===== config.mk =====
export PLATFORM = sky130hd
export DESIGN_NAME = sar_conv_ctrl
export DESIGN_NICKNAME = d
export VERILOG_FILES = /design/src/rtl/sar_pkg.sv /design/src/rtl/sar_power.sv /design/src/rtl/sar_step.sv /design/src/rtl/sar_outlatch.sv /design/src/rtl/sar_conv_ctrl.sv
export SDC_FILE = /design/constraint.sdc
export NUM_CORES = 1
export LEC_CHECK = 0
export BUFFER_PORTS_ARGS = -buffer_cell sky130_fd_sc_hd__buf_2
export CORE_ASPECT_RATIO = 1.2
export CORE_MARGIN = 1.5
export CORE_UTILIZATION = 50
export DETAILED_ROUTE_END_ITERATION = 12
export GPL_ROUTABILITY_DRIVEN = 0
export PLACE_DENSITY = 0.8
export SYNTH_ARGS = -nofsm -noshare
export SYNTH_HDL_FRONTEND = slang
export SYNTH_SLANG_ARGS = --single-unit

===== constraint.sdc =====
create_clock -name clk -period 1.6 [get_ports clk]
set_clock_uncertainty 0.2 [all_clocks]
set_input_delay 0.32 -clock clk [delete_from_list [all_inputs] [get_ports clk]]
set_output_delay 0.32 -clock clk [all_outputs]
set_load 0.02 [all_outputs]

===== src/rtl/sar_pkg.sv =====
package sar_pkg;

    localparam int TAG_W = 4;

    typedef enum logic [1:0] {
        PWR_ON    = 2'd0,
        PWR_NAP   = 2'd1,
        PWR_SLEEP = 2'd2,
        PWR_WAKE  = 2'd3
    } pwr_e;

    typedef struct packed {
        logic       diff;
        logic [2:0] addr;
    } tag_t;

    function automatic int cnt_w(input int n);
        return (n < 2) ? 1 : $clog2(n + 1);
    endfunction

endpackage


===== src/rtl/sar_power.sv =====
module sar_power
    import sar_pkg::*;
#(
    parameter int NAP_WAKE   = 20,
    parameter int SLEEP_WAKE = 200
) (
    input  logic clk,
    input  logic rst,
    input  logic shdn_n,
    input  logic cs_n,
    output logic ready,
    output pwr_e state
);
    localparam int WMAX   = (SLEEP_WAKE > NAP_WAKE) ? SLEEP_WAKE : NAP_WAKE;
    localparam int WAKE_W = cnt_w(WMAX);

    pwr_e              state_q;
    logic [WAKE_W-1:0] wake_q;

    always_ff @(posedge clk) begin
        if (rst) begin
            state_q <= PWR_ON;
            wake_q  <= '0;
        end else if (!shdn_n) begin
            state_q <= cs_n ? PWR_SLEEP : PWR_NAP;
            wake_q  <= '0;
        end else begin
            unique case (state_q)
                PWR_NAP: begin
                    state_q <= PWR_WAKE;
                    wake_q  <= WAKE_W'(NAP_WAKE);
                end
                PWR_SLEEP: begin
                    state_q <= PWR_WAKE;
                    wake_q  <= WAKE_W'(SLEEP_WAKE);
                end
                PWR_WAKE: begin
                    if (wake_q == '0) state_q <= PWR_ON;
                    else              wake_q  <= wake_q - 1'b1;
                end
                default: ;
            endcase
        end
    end

    assign ready = (state_q == PWR_ON);
    assign state = state_q;

endmodule


===== src/rtl/sar_step.sv =====
module sar_step
    import sar_pkg::*;
#(
    parameter int RES_W   = 12,
    parameter int ACQ_CYC = 15
) (
    input  logic                   clk,
    input  logic                   rst,
    input  logic                   go,
    input  tag_t                   tag_in,
    input  logic                   cmp_keep,
    output logic [RES_W-1:0]       trial,
    output logic                   converting,
    output logic                   idle_ok,
    output logic                   done,
    output logic [TAG_W+RES_W-1:0] word_next
);
    localparam int IDX_W = cnt_w(RES_W - 1);
    localparam int ACQ_W = cnt_w(ACQ_CYC);

    logic             conv_q;
    logic [IDX_W-1:0] idx_q;
    logic [RES_W-1:0] sar_q;
    tag_t             tag_q;
    logic [ACQ_W-1:0] acq_q;
    logic [RES_W-1:0] probe;
    logic [RES_W-1:0] kept;

    assign probe = RES_W'(1) << idx_q;
    assign kept  = sar_q | (cmp_keep ? probe : '0);

    always_ff @(posedge clk) begin
        if (rst) begin
            conv_q <= 1'b0;
            idx_q  <= '0;
            sar_q  <= '0;
            tag_q  <= '0;
            acq_q  <= '0;
        end else if (go) begin
            conv_q <= 1'b1;
            idx_q  <= IDX_W'(RES_W - 1);
            sar_q  <= '0;
            tag_q  <= tag_in;
        end else if (conv_q) begin
            sar_q <= kept;
            if (idx_q == '0) begin
                conv_q <= 1'b0;
                acq_q  <= ACQ_W'(ACQ_CYC);
            end else begin
                idx_q <= idx_q - 1'b1;
            end
        end else if (acq_q != '0) begin
            acq_q <= acq_q - 1'b1;
        end
    end

    assign trial      = conv_q ? (sar_q | probe) : sar_q;
    assign converting = conv_q;
    assign idle_ok    = !conv_q && (acq_q == '0);
    assign done       = conv_q && (idx_q == '0);
    assign word_next  = {tag_q, kept};

endmodule


===== src/rtl/sar_outlatch.sv =====
module sar_outlatch #(
    parameter int WORD_W = 16
) (
    input  logic              clk,
    input  logic              rst,
    input  logic              load,
    input  logic [WORD_W-1:0] word_in,
    input  logic              cs_n,
    input  logic              rd_n,
    output logic [WORD_W-1:0] dout,
    output logic              dout_oe
);
    logic [WORD_W-1:0] hold_q;

    always_ff @(posedge clk) begin
        if (rst)       hold_q <= '0;
        else if (load) hold_q <= word_in;
    end

    assign dout_oe = !cs_n && !rd_n;
    assign dout    = dout_oe ? hold_q : '0;

endmodule


===== src/rtl/sar_conv_ctrl.sv =====
module sar_conv_ctrl
    import sar_pkg::*;
#(
    parameter int RES_W      = 12,
    parameter int ACQ_CYC    = 15,
    parameter int NAP_WAKE   = 20,
    parameter int SLEEP_WAKE = 200
) (
    input  logic                   clk,
    input  logic                   rst,
    input  logic                   start_n,
    input  logic                   cs_n,
    input  logic                   rd_n,
    input  logic                   shdn_n,
    input  logic                   sel_diff,
    input  logic [2:0]             sel_addr,
    input  logic                   cmp_keep,
    output logic [RES_W-1:0]       trial,
    output logic                   busy_n,
    output logic [TAG_W+RES_W-1:0] dout,
    output logic                   dout_oe,
    output logic [1:0]             pwr_state
);
    localparam int WORD_W = TAG_W + RES_W;

    logic              start_q;
    logic              start_fall;
    logic              pwr_ready;
    logic              step_idle;
    logic              go;
    logic              converting;
    logic              done;
    logic [WORD_W-1:0] word_next;
    pwr_e              pwr_q;
    tag_t              tag_in;

    always_ff @(posedge clk) begin
        if (rst) start_q <= 1'b1;
        else     start_q <= start_n;
    end

    assign start_fall = start_q && !start_n;
    assign go         = start_fall && !cs_n && pwr_ready && step_idle;
    assign tag_in     = '{diff: sel_diff, addr: sel_addr};

    sar_power #(.NAP_WAKE(NAP_WAKE), .SLEEP_WAKE(SLEEP_WAKE)) u_pwr (
        .clk    (clk),
        .rst    (rst),
        .shdn_n (shdn_n),
        .cs_n   (cs_n),
        .ready  (pwr_ready),
        .state  (pwr_q)
    );

    sar_step #(.RES_W(RES_W), .ACQ_CYC(ACQ_CYC)) u_step (
        .clk        (clk),
        .rst        (rst),
        .go         (go),
        .tag_in     (tag_in),
        .cmp_keep   (cmp_keep),
        .trial      (trial),
        .converting (converting),
        .idle_ok    (step_idle),
        .done       (done),
        .word_next  (word_next)
    );

    sar_outlatch #(.WORD_W(WORD_W)) u_out (
        .clk     (clk),
        .rst     (rst),
        .load    (done),
        .word_in (word_next),
        .cs_n    (cs_n),
        .rd_n    (rd_n),
        .dout    (dout),
        .dout_oe (dout_oe)
    );

    assign busy_n    = !converting;
    assign pwr_state = pwr_q;

endmodule


==> flow_metrics.env, run 1 <==
export IMPL_tritoncts="done"
export IMPL_post_place_cells=416
export IMPL_clk_latency_ps=340
export IMPL_core_um2=4696
export IMPL_powerDensity_nw_per_um2=925.8
export IMPL_grt_pass1_wl_um=11360
export IMPL_htree_levels=2
export IMPL_drt_first_iter_violations=155
export IMPL_dp_hpwl_um=4454
export IMPL_cts_path_max_buffers=2
export IMPL_dp_slack_ps=-118.1
export IMPL_crit_arrival_ps=1410
export IMPL_drt_wl_total_um=8795
export IMPL_die_h_um=80.34
export IMPL_num_nets_final=402
export IMPL_p_sw_share_pct=35.46
export IMPL_violations="negative hold slack, negative setup slack"
export IMPL_ir_drop_uv=1068
export IMPL_antenna_found_initial=0
export IMPL_ys_warn_count=0
export IMPL_cp_cell_sequence="buf_4 -> nand2_2 -> nor2_4 -> a21o_1 -> buf_4"
export IMPL_slew_headroom_pct=70.97
export IMPL_path_max_fanout=5
export IMPL_start_kind="register"
export IMPL_required_ps=1080
export IMPL_grt_setup_unrepaired="yes"
export IMPL_pwr_share_seq_pct=40.8
export IMPL_ys_flop_type="dfxtp_1"
export IMPL_crit_slowest_cell="dfxtp_4"
export IMPL_final_area_um2=3934
export IMPL_drc_errors=0
export IMPL_synth_top_area_share_pct=41.77
export IMPL_cellLeakagePower_nw=1.912
export IMPL_num_antenna_cells=0
export IMPL_p_switching_w=0.001291
export IMPL_num_vias=2598
export IMPL_drive_gt1_share_pct=56.88
export IMPL_vias_per_cell=5.865
export IMPL_holdWs_ps=-4.453
export IMPL_worstMarginPinSlew_ps=430.7
export IMPL_drtPass1Iterations=4
export IMPL_combPwrFrac_pct=36.4
export IMPL_max_cap_violations=0
export IMPL_synthCells=291
export IMPL_fin_crit_sh_pct=120.4
export IMPL_ant_nets=0
export IMPL_overflow=0
export IMPL_endpoint_kind="output port"
export IMPL_outcome="finished with violations"
export IMPL_synth_avg_cell_area_um2=8.565
export IMPL_internal_power_w=0.002350
export IMPL_clk_pin_slew_ps=100
export IMPL_cts_made_buffers=5
export IMPL_synthTopCellsByArea="dfxtp_1 42%, nand2_1 6.3%, a21oi_1 6.0%"
export IMPL_initial_core_util_pct=53.08
export IMPL_die_w_um=67.45
export IMPL_p_total_w=0.003642
export IMPL_slowest_delay_ps=370
export IMPL_power_share_clock_pct=22.8
export IMPL_io_buffers=42
export IMPL_clock_fmax_mhz=519.2
export IMPL_cts_sinks=52
export IMPL_clockRootBuffer="clkbuf_8"
export IMPL_min_path_type="in2reg"
export IMPL_path_class="reg2out"
export IMPL_track_usage_pct=28.05
export IMPL_synth_edf_count=0
export IMPL_setup_ws_ps=-326.2
export IMPL_syn_cell_area_um2=2492
export IMPL_final_hold_viol_count=1
export IMPL_ys_seq_elements=52
export IMPL_finalSetupViolCount=63
export IMPL_period_minus_slack_ps=1926
export IMPL_async_flop_share_pct=0
export IMPL_syn_num_nets=309
export IMPL_synth_largest_area_cell="dfxtp_1"
export IMPL_yosysUniqueCellTypes=46
export IMPL_wire_per_inst_um=19.85
export IMPL_placementRows=27
export IMPL_synthToLayoutAreaGrowth_pct=57.83
export IMPL_ios=43
export IMPL_crit_top_cell="buf_4"
export IMPL_final_cells=443
export IMPL_drv_slew=0
export IMPL_die_area_um2=5419
export IMPL_grt_pass1_vias=2392
export IMPL_grt_max_degree=35
export IMPL_synth_seq_area_share_pct=41.77
export IMPL_place_area_um2=3044
[stage by stage]
step	util, %	TNS (ps)
2_1_floorplan	-	-1221
3_3_place_gp	64.83	-1879
3_5_place_dp	64.83	-2918
4_1_cts	75.59	-6854
5_1_grt	83.77	-14580
6_report	83.77	-11180
[state kept, by name, summed over array words and instances (netlist names), 2 cells and up]
signal and cells:
u_out.hold_q 16, u_step.sar_q 12, u_pwr.wake_q 8, u_step.acq_q 4, u_step.idx_q 4, u_step.word_next 4, u_pwr.state 2
[what timing repair did]
item                                    4_1_cts  5_1_grt
gates resized for setup                      72       83
hold buffers                                  0        0
pin swaps                                    36       39
endpoints found under the setup margin       60       71
buffers inserted                             12        6
endpoints found under the hold margin         0        0
gates cloned                                  3        1
[logic make-up after synthesis]
family	Yosys count	synth area share (%)
multiplexers	9	3.615
adder cells (fa/ha/maj)	7	3.514
XOR/XNOR	1	0.3515
AND/OR/NAND/NOR	129	27.46
flip-flops	52	41.77
buffers and inverters	26	6.476
AO/OA/AOI/OAI	67	16.82
[cell usage after synthesis, types with 2 or more instances]
library cell / n
nand3_1: 2
a31oi_1: 5
nor2_1: 36
a21o_1: 12
nor3b_1: 9
and2_1: 16
or3_1: 5
a21oi_1: 30
o31ai_1: 2
clkbuf_1: 5
buf_6: 4
ha_1: 7
mux2i_1: 9
nor2b_1: 2
o21ai_0: 5
inv_1: 12
a211oi_1: 3
nor3_1: 2
nand2b_1: 3
o22ai_1: 2
clkbuf_8: 3
nand2_1: 42
dfxtp_1: 52
[critical path: cells and delay by family, from the launching register on]
| kind | cells | cell delay [ps] |
|---|---|---|
| flops | 1 | 370 |
| simple gates | 2 | 190 |
| buf+inv | 2 | 300 |
| compound gates | 1 | 220 |
[cell usage in the layout (no fill, tap or decap), types with 4 or more instances in the layout]
master	synthesis	layout
inv_2	0	6
a21oi_1	30	6
dfxtp_1	52	41
a21o_1	12	11
buf_6	4	12
a31oi_1	5	4
a21oi_2	0	23
buf_12	0	4
inv_1	12	6
nor3b_2	0	8
nand2_2	1	4
nor2_4	0	8
or3_1	5	5
clkbuf_8	3	5
o21ai_0	5	4
ha_4	0	4
dfxtp_4	0	6
nor2_2	0	5
nand2_4	0	17
dfxtp_2	0	5
and2_1	16	16
nand2_1	42	22
buf_2	0	28
nor2_1	36	23
buf_4	1	53
mux2i_1	9	9
[area by class of cell]
class	instances	area (um2)
fillers	234	762.0
clock inverters	3	25.02
clock buffers	5	68.82
well taps	58	72.57
flip-flops and latches	52	1070
repair buffers	99	808.3
inverters	12	45.04
multi-input cells	214	1844
[power groups by stage]
stage | sequential [W] | combinational (W) | clock (W)
global placement | 0.00149 | 0.000902 | 0
global route | 0.00150 | 0.00141 | 0.000888
CTS | 0.00147 | 0.00109 | 0.000806
finish | 0.00148 | 0.00133 | 0.000832
detailed placement | 0.00149 | 0.000935 | 0
floorplan | 0.00150 | 0.000587 | 0
[per-layer routing]
| layer | up-vias | global-route usage, % | wire length (um) |
|---|---|---|---|
| met3 | 30 | 6.443 | 437 |
| met2 | 119 | 50.50 | 4856 |
| met4 | 0 | 12.65 | 381 |
| li1 | 1181 | - | - |
| met1 | 1268 | 30.45 | 3119 |
| met5 | - | 0 | 0 |
[path summary, 6_finish.rpt]
check,from,to,slack (ps),cells past startpoint
worst max-delay path,u_step.converting$_SDFF_PP0_,trial[7],-330,5
worst min-delay path,start_n,start_q$_SDFF_PP1_,-4,2
worst min register to register,u_out.hold_q[14]$_SDFFE_PP0P_,u_out.hold_q[14]$_SDFFE_PP0P_,280,2
worst max register to register,u_step.idx_q[1]$_SDFFE_PP0P_,u_step.idx_q[0]$_SDFFE_PP0P_,-240,5
(Power assumes the default switching activity.)
==> inputs of run 2 (changes only) <==
--- a/config.mk
+++ b/config.mk
@@ -15,3 +15,4 @@
 export SYNTH_ARGS = -nofsm -noshare
 export SYNTH_HDL_FRONTEND = slang
 export SYNTH_SLANG_ARGS = --single-unit
+export TNS_END_PERCENT = 10
==> run 2 against run 1 <==
Net effect: the run ends with negative setup slack left; fmax grew 0.27%; critical path depth did not move; sequential power about the same; sequential cell count did not move; final cell count shrank 3.2%; clock power decreased by 5.3%; non-clock buffer count shrank 13; sequential share of layout area is 4.7 points higher; largest cell class unchanged; highest routed layer unchanged.
==> flow_metrics.env, run 2 (synthesis results as in run 1) <==
export IMPL_num_antenna_cells=0
export IMPL_crit_slowest_cell="dfxtp_4"
export IMPL_drc_errors=0
export IMPL_final_hold_viol_count=0
export IMPL_htree_levels=2
export IMPL_largest_reg_flops=16
export IMPL_rr_worst_depth=7
export IMPL_path_class="reg2out"
export IMPL_vias_per_cell=5.438
export IMPL_placementRows=27
export IMPL_clk_pin_slew_ps=100
export IMPL_min_from="start_n"
export IMPL_period_minus_slack_ps=1921
export IMPL_ant_nets=0
export IMPL_violations="negative setup slack"
export IMPL_grt_pass1_wl_um=9632
export IMPL_drt_wl_total_um=5915
export IMPL_tritoncts="done"
export IMPL_final_cells=429
export IMPL_die_w_um=67.45
export IMPL_cts_made_buffers=5
export IMPL_fin_crit_sh_pct=120.1
export IMPL_slowest_delay_ps=370
export IMPL_ios=43
export IMPL_path_max_fanout=5
export IMPL_nFillCells=363
export IMPL_clock_fmax_mhz=520.6
export IMPL_grt_pass1_vias=2208
export IMPL_holdWs_ps=10.00
export IMPL_io_buffers=42
export IMPL_cp_cell_sequence="or2b_1 -> nor2_1 -> buf_4 -> a21o_1 -> buf_6"
export IMPL_min_path_cells=2
export IMPL_powerDensity_nw_per_um2=949.4
export IMPL_overflow=0
export IMPL_worstMarginPinSlew_ps=392.9
export IMPL_num_vias=2333
export IMPL_die_area_um2=5419
export IMPL_dp_slack_ps=-142.8
export IMPL_grt_max_degree=29
export IMPL_required_ps=1080
export IMPL_r2r_end="u_step.word_next[14]$_SDFFE_PP0P_"
export IMPL_crit_arrival_ps=1400
export IMPL_grt_setup_unrepaired="yes"
export IMPL_drtPass1Iterations=4
export IMPL_cts_path_max_buffers=2
export IMPL_setup_tns_ps=-7723
export IMPL_cts_hold_buf=0
export IMPL_num_nets_final=388
export IMPL_drt_first_iter_violations=126
export IMPL_max_cap_violations=0
export IMPL_post_place_cells=413
export IMPL_slew_headroom_pct=73.70
export IMPL_ir_drop_uv=614.9
export IMPL_start_kind="register"
export IMPL_drive_gt1_share_pct=37.20
export IMPL_antenna_found_initial=0
export IMPL_endpoint_kind="output port"
export IMPL_synthToLayoutAreaGrowth_pct=34.39
export IMPL_initial_core_util_pct=53.08
export IMPL_min_path_type="in2reg"
export IMPL_wire_per_inst_um=13.79
export IMPL_setup_ws_ps=-321.0
export IMPL_clockRootBuffer="clkbuf_8"
export IMPL_cellLeakagePower_nw=1.529
export IMPL_reg_top3="u_out.hold_q x16, u_step.sar_q x12, u_pwr.wake_q x8"
export IMPL_die_h_um=80.34
export IMPL_layout_common_cells="47 x buf_4, 43 x dfxtp_1, 41 x nand2_1, 33 x nor2_1, 26 x buf_2"
export IMPL_hold_path_end="start_q$_SDFF_PP1_"
export IMPL_cts_sinks=52
export IMPL_core_um2=4696
export IMPL_regToRegSetupSlack_ps=-230
export IMPL_final_common_cell="buf_4"
export IMPL_finalSetupViolCount=59
export IMPL_largest_register="u_out.hold_q"
export IMPL_dp_hpwl_um=4141
export IMPL_outcome="finished with violations"
export IMPL_track_usage_pct=23.44
export IMPL_timing_rr_start="u_step.converting$_SDFF_PP0_"
export IMPL_clk_latency_ps=310
export IMPL_drv_slew=0
run 2: changes by cell type in the layout (fill, tap and decap cells not counted), moves of 6 or more:
cell     delta
a21oi_2    -16
buf_4       -6
nor3b_1     +8
nand2_1    +19
nand2_4    -16
nor3b_2     -7
nor2_1     +10
nor2_4      -7
a21oi_1    +17
run 2: power by group:
| group | leakage [nW] | internal (W) | switching (W) |
|---|---|---|---|
| Sequential | 0.427 | 0.00138 | 0.0000857 |
| Combinational | 1.06 | 0.000477 | 0.000454 |
| Clock | 0.0452 | 0.000320 | 0.000468 |
| Total | 1.53 | 0.00217 | 0.00101 |
run 2: worst max-delay path: cells and delay by family, from the launching register on:
family                 cells  cell delay [ps]
flip-flops                 1              370
AO/OA/AOI/OAI              1              140
buffers and inverters      2              250
AND/OR/NAND/NOR            2              330
run 2: per-stage QoR:
stage	area [um2]	utilization, %	total power [W]
floorplan	2547	-	0.002045
global placement	2999	63.87	0.002315
detailed placement	2999	63.87	0.002343
CTS	3272	69.68	0.003158
global route	3349	71.33	0.003343
finish	3349	71.33	0.003180
run 2: layer usage:
metal	GRT usage, %	part of all wire, %
met3	4.342	4.1
met4	8.776	1.7
met5	0	0
met2	43.07	53
met1	26.12	41
run 2: area by class of cell:
class	count	area (um2)	area share, %
timing repair buffer	86	646.9	19.31
inverter	12	45.04	1.345
clock buffer	5	68.82	2.055
tap	58	72.57	2.167
clock inverter	3	25.02	0.7471
multi-input combinational	213	1421	42.44
sequential	52	1070	31.94
run 2: worst max-delay path by stage:
| stage | end | start | cells past startpoint |
|---|---|---|---|
| after floorplan | dout[10] | rd_n | 3 |
| after global placement | u_step.sar_q[7]$_SDFFE_PP0P_ | u_step.converting$_SDFF_PP0_ | 5 |
| after detailed placement | u_step.sar_q[11]$_SDFFE_PP0P_ | u_step.converting$_SDFF_PP0_ | 5 |
| after CTS | trial[6] | u_step.converting$_SDFF_PP0_ | 5 |
| after global routing | trial[10] | u_step.converting$_SDFF_PP0_ | 5 |
| final | trial[10] | u_step.converting$_SDFF_PP0_ | 5 |
run 2: what timing repair did:
item,in CTS,in global routing
resized for setup,42,20
buffers inserted,7,1
setup endpoints to repair,63,74
pin swaps,17,9
==> inputs of run 3 (changes only) <==
--- a/config.mk
+++ b/config.mk
@@ -12,6 +12,7 @@
 export DETAILED_ROUTE_END_ITERATION = 12
 export GPL_ROUTABILITY_DRIVEN = 0
 export PLACE_DENSITY = 0.8
+export RECOVER_POWER = 50
 export SYNTH_ARGS = -nofsm -noshare
 export SYNTH_HDL_FRONTEND = slang
 export SYNTH_SLANG_ARGS = --single-unit
==> run 3 against run 2 <==
Net effect: the run still ends with negative setup slack left; sequential cell count did not move; via count did not move; die area did not move; core utilization fell by 0.13 points; combinational power barely moved; setup slack barely moved; sequential power barely moved; total power barely moved; largest cell class unchanged; largest power group unchanged.
==> flow_metrics.env, run 3 (synthesis results as in run 1) <==
export IMPL_overflow=0
export IMPL_rr_worst_depth=7
export IMPL_period_minus_slack_ps=1921
export IMPL_final_common_cell="buf_4"
export IMPL_clock_fmax_mhz=520.6
export IMPL_drt_wl_total_um=5922
export IMPL_crit_slowest_cell="dfxtp_4"
export IMPL_grt_max_degree=29
export IMPL_crit_arrival_ps=1400
export IMPL_initial_core_util_pct=53.08
export IMPL_start_kind="register"
export IMPL_cts_sinks=52
export IMPL_critPathBufInv=2
export IMPL_layout_common_cells="48 x buf_4, 43 x dfxtp_1, 41 x nand2_1, 33 x nor2_1"
export IMPL_cellLeakagePower_nw=1.522
export IMPL_largest_register="u_out.hold_q"
export IMPL_grt_setup_unrepaired="yes"
export IMPL_die_area_um2=5419
export IMPL_clockRootBuffer="clkbuf_8"
export IMPL_drv_slew=0
export IMPL_fin_crit_sh_pct=120.1
export IMPL_wire_per_inst_um=13.80
export IMPL_drtPass1Iterations=4
export IMPL_drive_gt1_share_pct=36.66
export IMPL_core_um2=4696
export IMPL_die_h_um=80.34
export IMPL_clk_pin_slew_ps=100
export IMPL_cp_cell_sequence="or2b_1 -> nor2_1 -> buf_4 -> a21o_1 -> buf_6"
export IMPL_clk_latency_ps=310
export IMPL_grt_pass1_wl_um=9632
export IMPL_num_antenna_cells=0
export IMPL_slew_headroom_pct=73.71
export IMPL_largest_reg_flops=16
export IMPL_endpoint_kind="output port"
export IMPL_grt_pass1_vias=2208
export IMPL_tritoncts="done"
export IMPL_finalSetupViolCount=59
export IMPL_path_max_fanout=5
export IMPL_p_total_w=0.003178
export IMPL_track_usage_pct=23.44
export IMPL_io_buffers=42
export IMPL_synthToLayoutAreaGrowth_pct=34.14
export IMPL_htree_levels=2
export IMPL_cts_hold_buf=0
export IMPL_min_path_type="in2reg"
export IMPL_vias_per_cell=5.438
export IMPL_setup_tns_ps=-7733
export IMPL_dp_hpwl_um=4141
export IMPL_worstMarginPinSlew_ps=392.7
export IMPL_placementRows=27
export IMPL_cp_depth=5
export IMPL_path_delay_family="flip-flops"
export IMPL_final_hold_viol_count=0
export IMPL_antenna_found_initial=0
export IMPL_outcome="finished with violations"
export IMPL_cts_made_buffers=5
export IMPL_min_path_cells=2
export IMPL_nFillCells=364
export IMPL_ant_nets=0
export IMPL_num_vias=2333
export IMPL_max_cap_violations=0
export IMPL_ir_drop_uv=613.3
export IMPL_die_w_um=67.45
export IMPL_multi_input_area_um2=1421
export IMPL_violations="negative setup slack"
export IMPL_required_ps=1080
export IMPL_setup_ws_ps=-320.9
export IMPL_path_class="reg2out"
export IMPL_regArea_um2=1070
export IMPL_holdWs_ps=10.05
export IMPL_drt_first_iter_violations=126
export IMPL_drc_errors=0
export IMPL_num_nets_final=388
export IMPL_ios=43
export IMPL_cts_path_max_buffers=2
export IMPL_slowest_delay_ps=370
export IMPL_powerDensity_nw_per_um2=950.7
export IMPL_reg_top3="u_out.hold_q x16, u_step.sar_q x12, u_pwr.wake_q x8"
==> run 3: cell types whose count changed in the layout (fill, tap and decap cells not counted) <==
| cell | before | now |
|---|---|---|
| clkbuf_1 | 0 | 2 |
| buf_6 | 11 | 10 |
| buf_2 | 26 | 23 |
| clkbuf_2 | 0 | 1 |
| buf_4 | 47 | 48 |
==> run 3: layout make-up <==
| class | instances | share of cell area (%) |
|---|---|---|
| clock inverter | 3 | 0.7485 |
| timing repair buffer | 86 | 19.16 |
| clock buffer | 5 | 2.058 |
| sequential | 52 | 32.00 |
| multi-input combinational | 213 | 42.51 |
| tap | 58 | 2.171 |
| inverter | 12 | 1.347 |
==> run 3: where the power goes <==
group	switching (W)	internal [W]	total [W]
combinational	0.000454	0.000475	0.000929
clock	0.000468	0.000320	0.000788
sequential	0.0000857	0.00138	0.00146
==> run 3: worst reg2reg max path: cells and delay by family, from the launching register on <==
kind / cells / cell delay (ps)
buf+inv: 3 / 430
flops: 1 / 360
mux: 1 / 150
simple gates: 3 / 560
==> run 3: per-layer routing <==
| layer | track usage [%] | wire (um) |
|---|---|---|
| met1 | 26.12 | 2456 |
| met4 | 8.776 | 102 |
| met3 | 4.342 | 248 |
| met2 | 43.07 | 3115 |
| met5 | 0 | 0 |
==> run 3: final timing paths <==
path                                                    from                           endpoint  slack [ps]
worst min register to register  u_out.hold_q[6]$_SDFFE_PP0P_       u_out.hold_q[6]$_SDFFE_PP0P_         260
worst max-delay path            u_step.converting$_SDFF_PP0_                          trial[10]        -320
worst min-delay path                                 start_n                 start_q$_SDFF_PP1_          10
worst max register to register  u_step.converting$_SDFF_PP0_  u_step.word_next[14]$_SDFFE_PP0P_        -230
==> run 3: per-stage QoR <==
stage | area (um2) | worst slack, ps | util [%] | instances
finish | 3343 | -320.9 | 71.20 | 429
global route | 3343 | -402.0 | 71.20 | 429
CTS | 3272 | -326.0 | 69.68 | 428
detailed placement | 2999 | -142.8 | 63.87 | 413
global placement | 2999 | -79.82 | 63.87 | 413
floorplan | 2547 | -119.0 | - | 291
==> run 3: timing repair <==
item	in CTS	in global routing
pin swaps	17	9
setup buffers	7	1
resized for setup	42	20
setup endpoints to repair	63	74
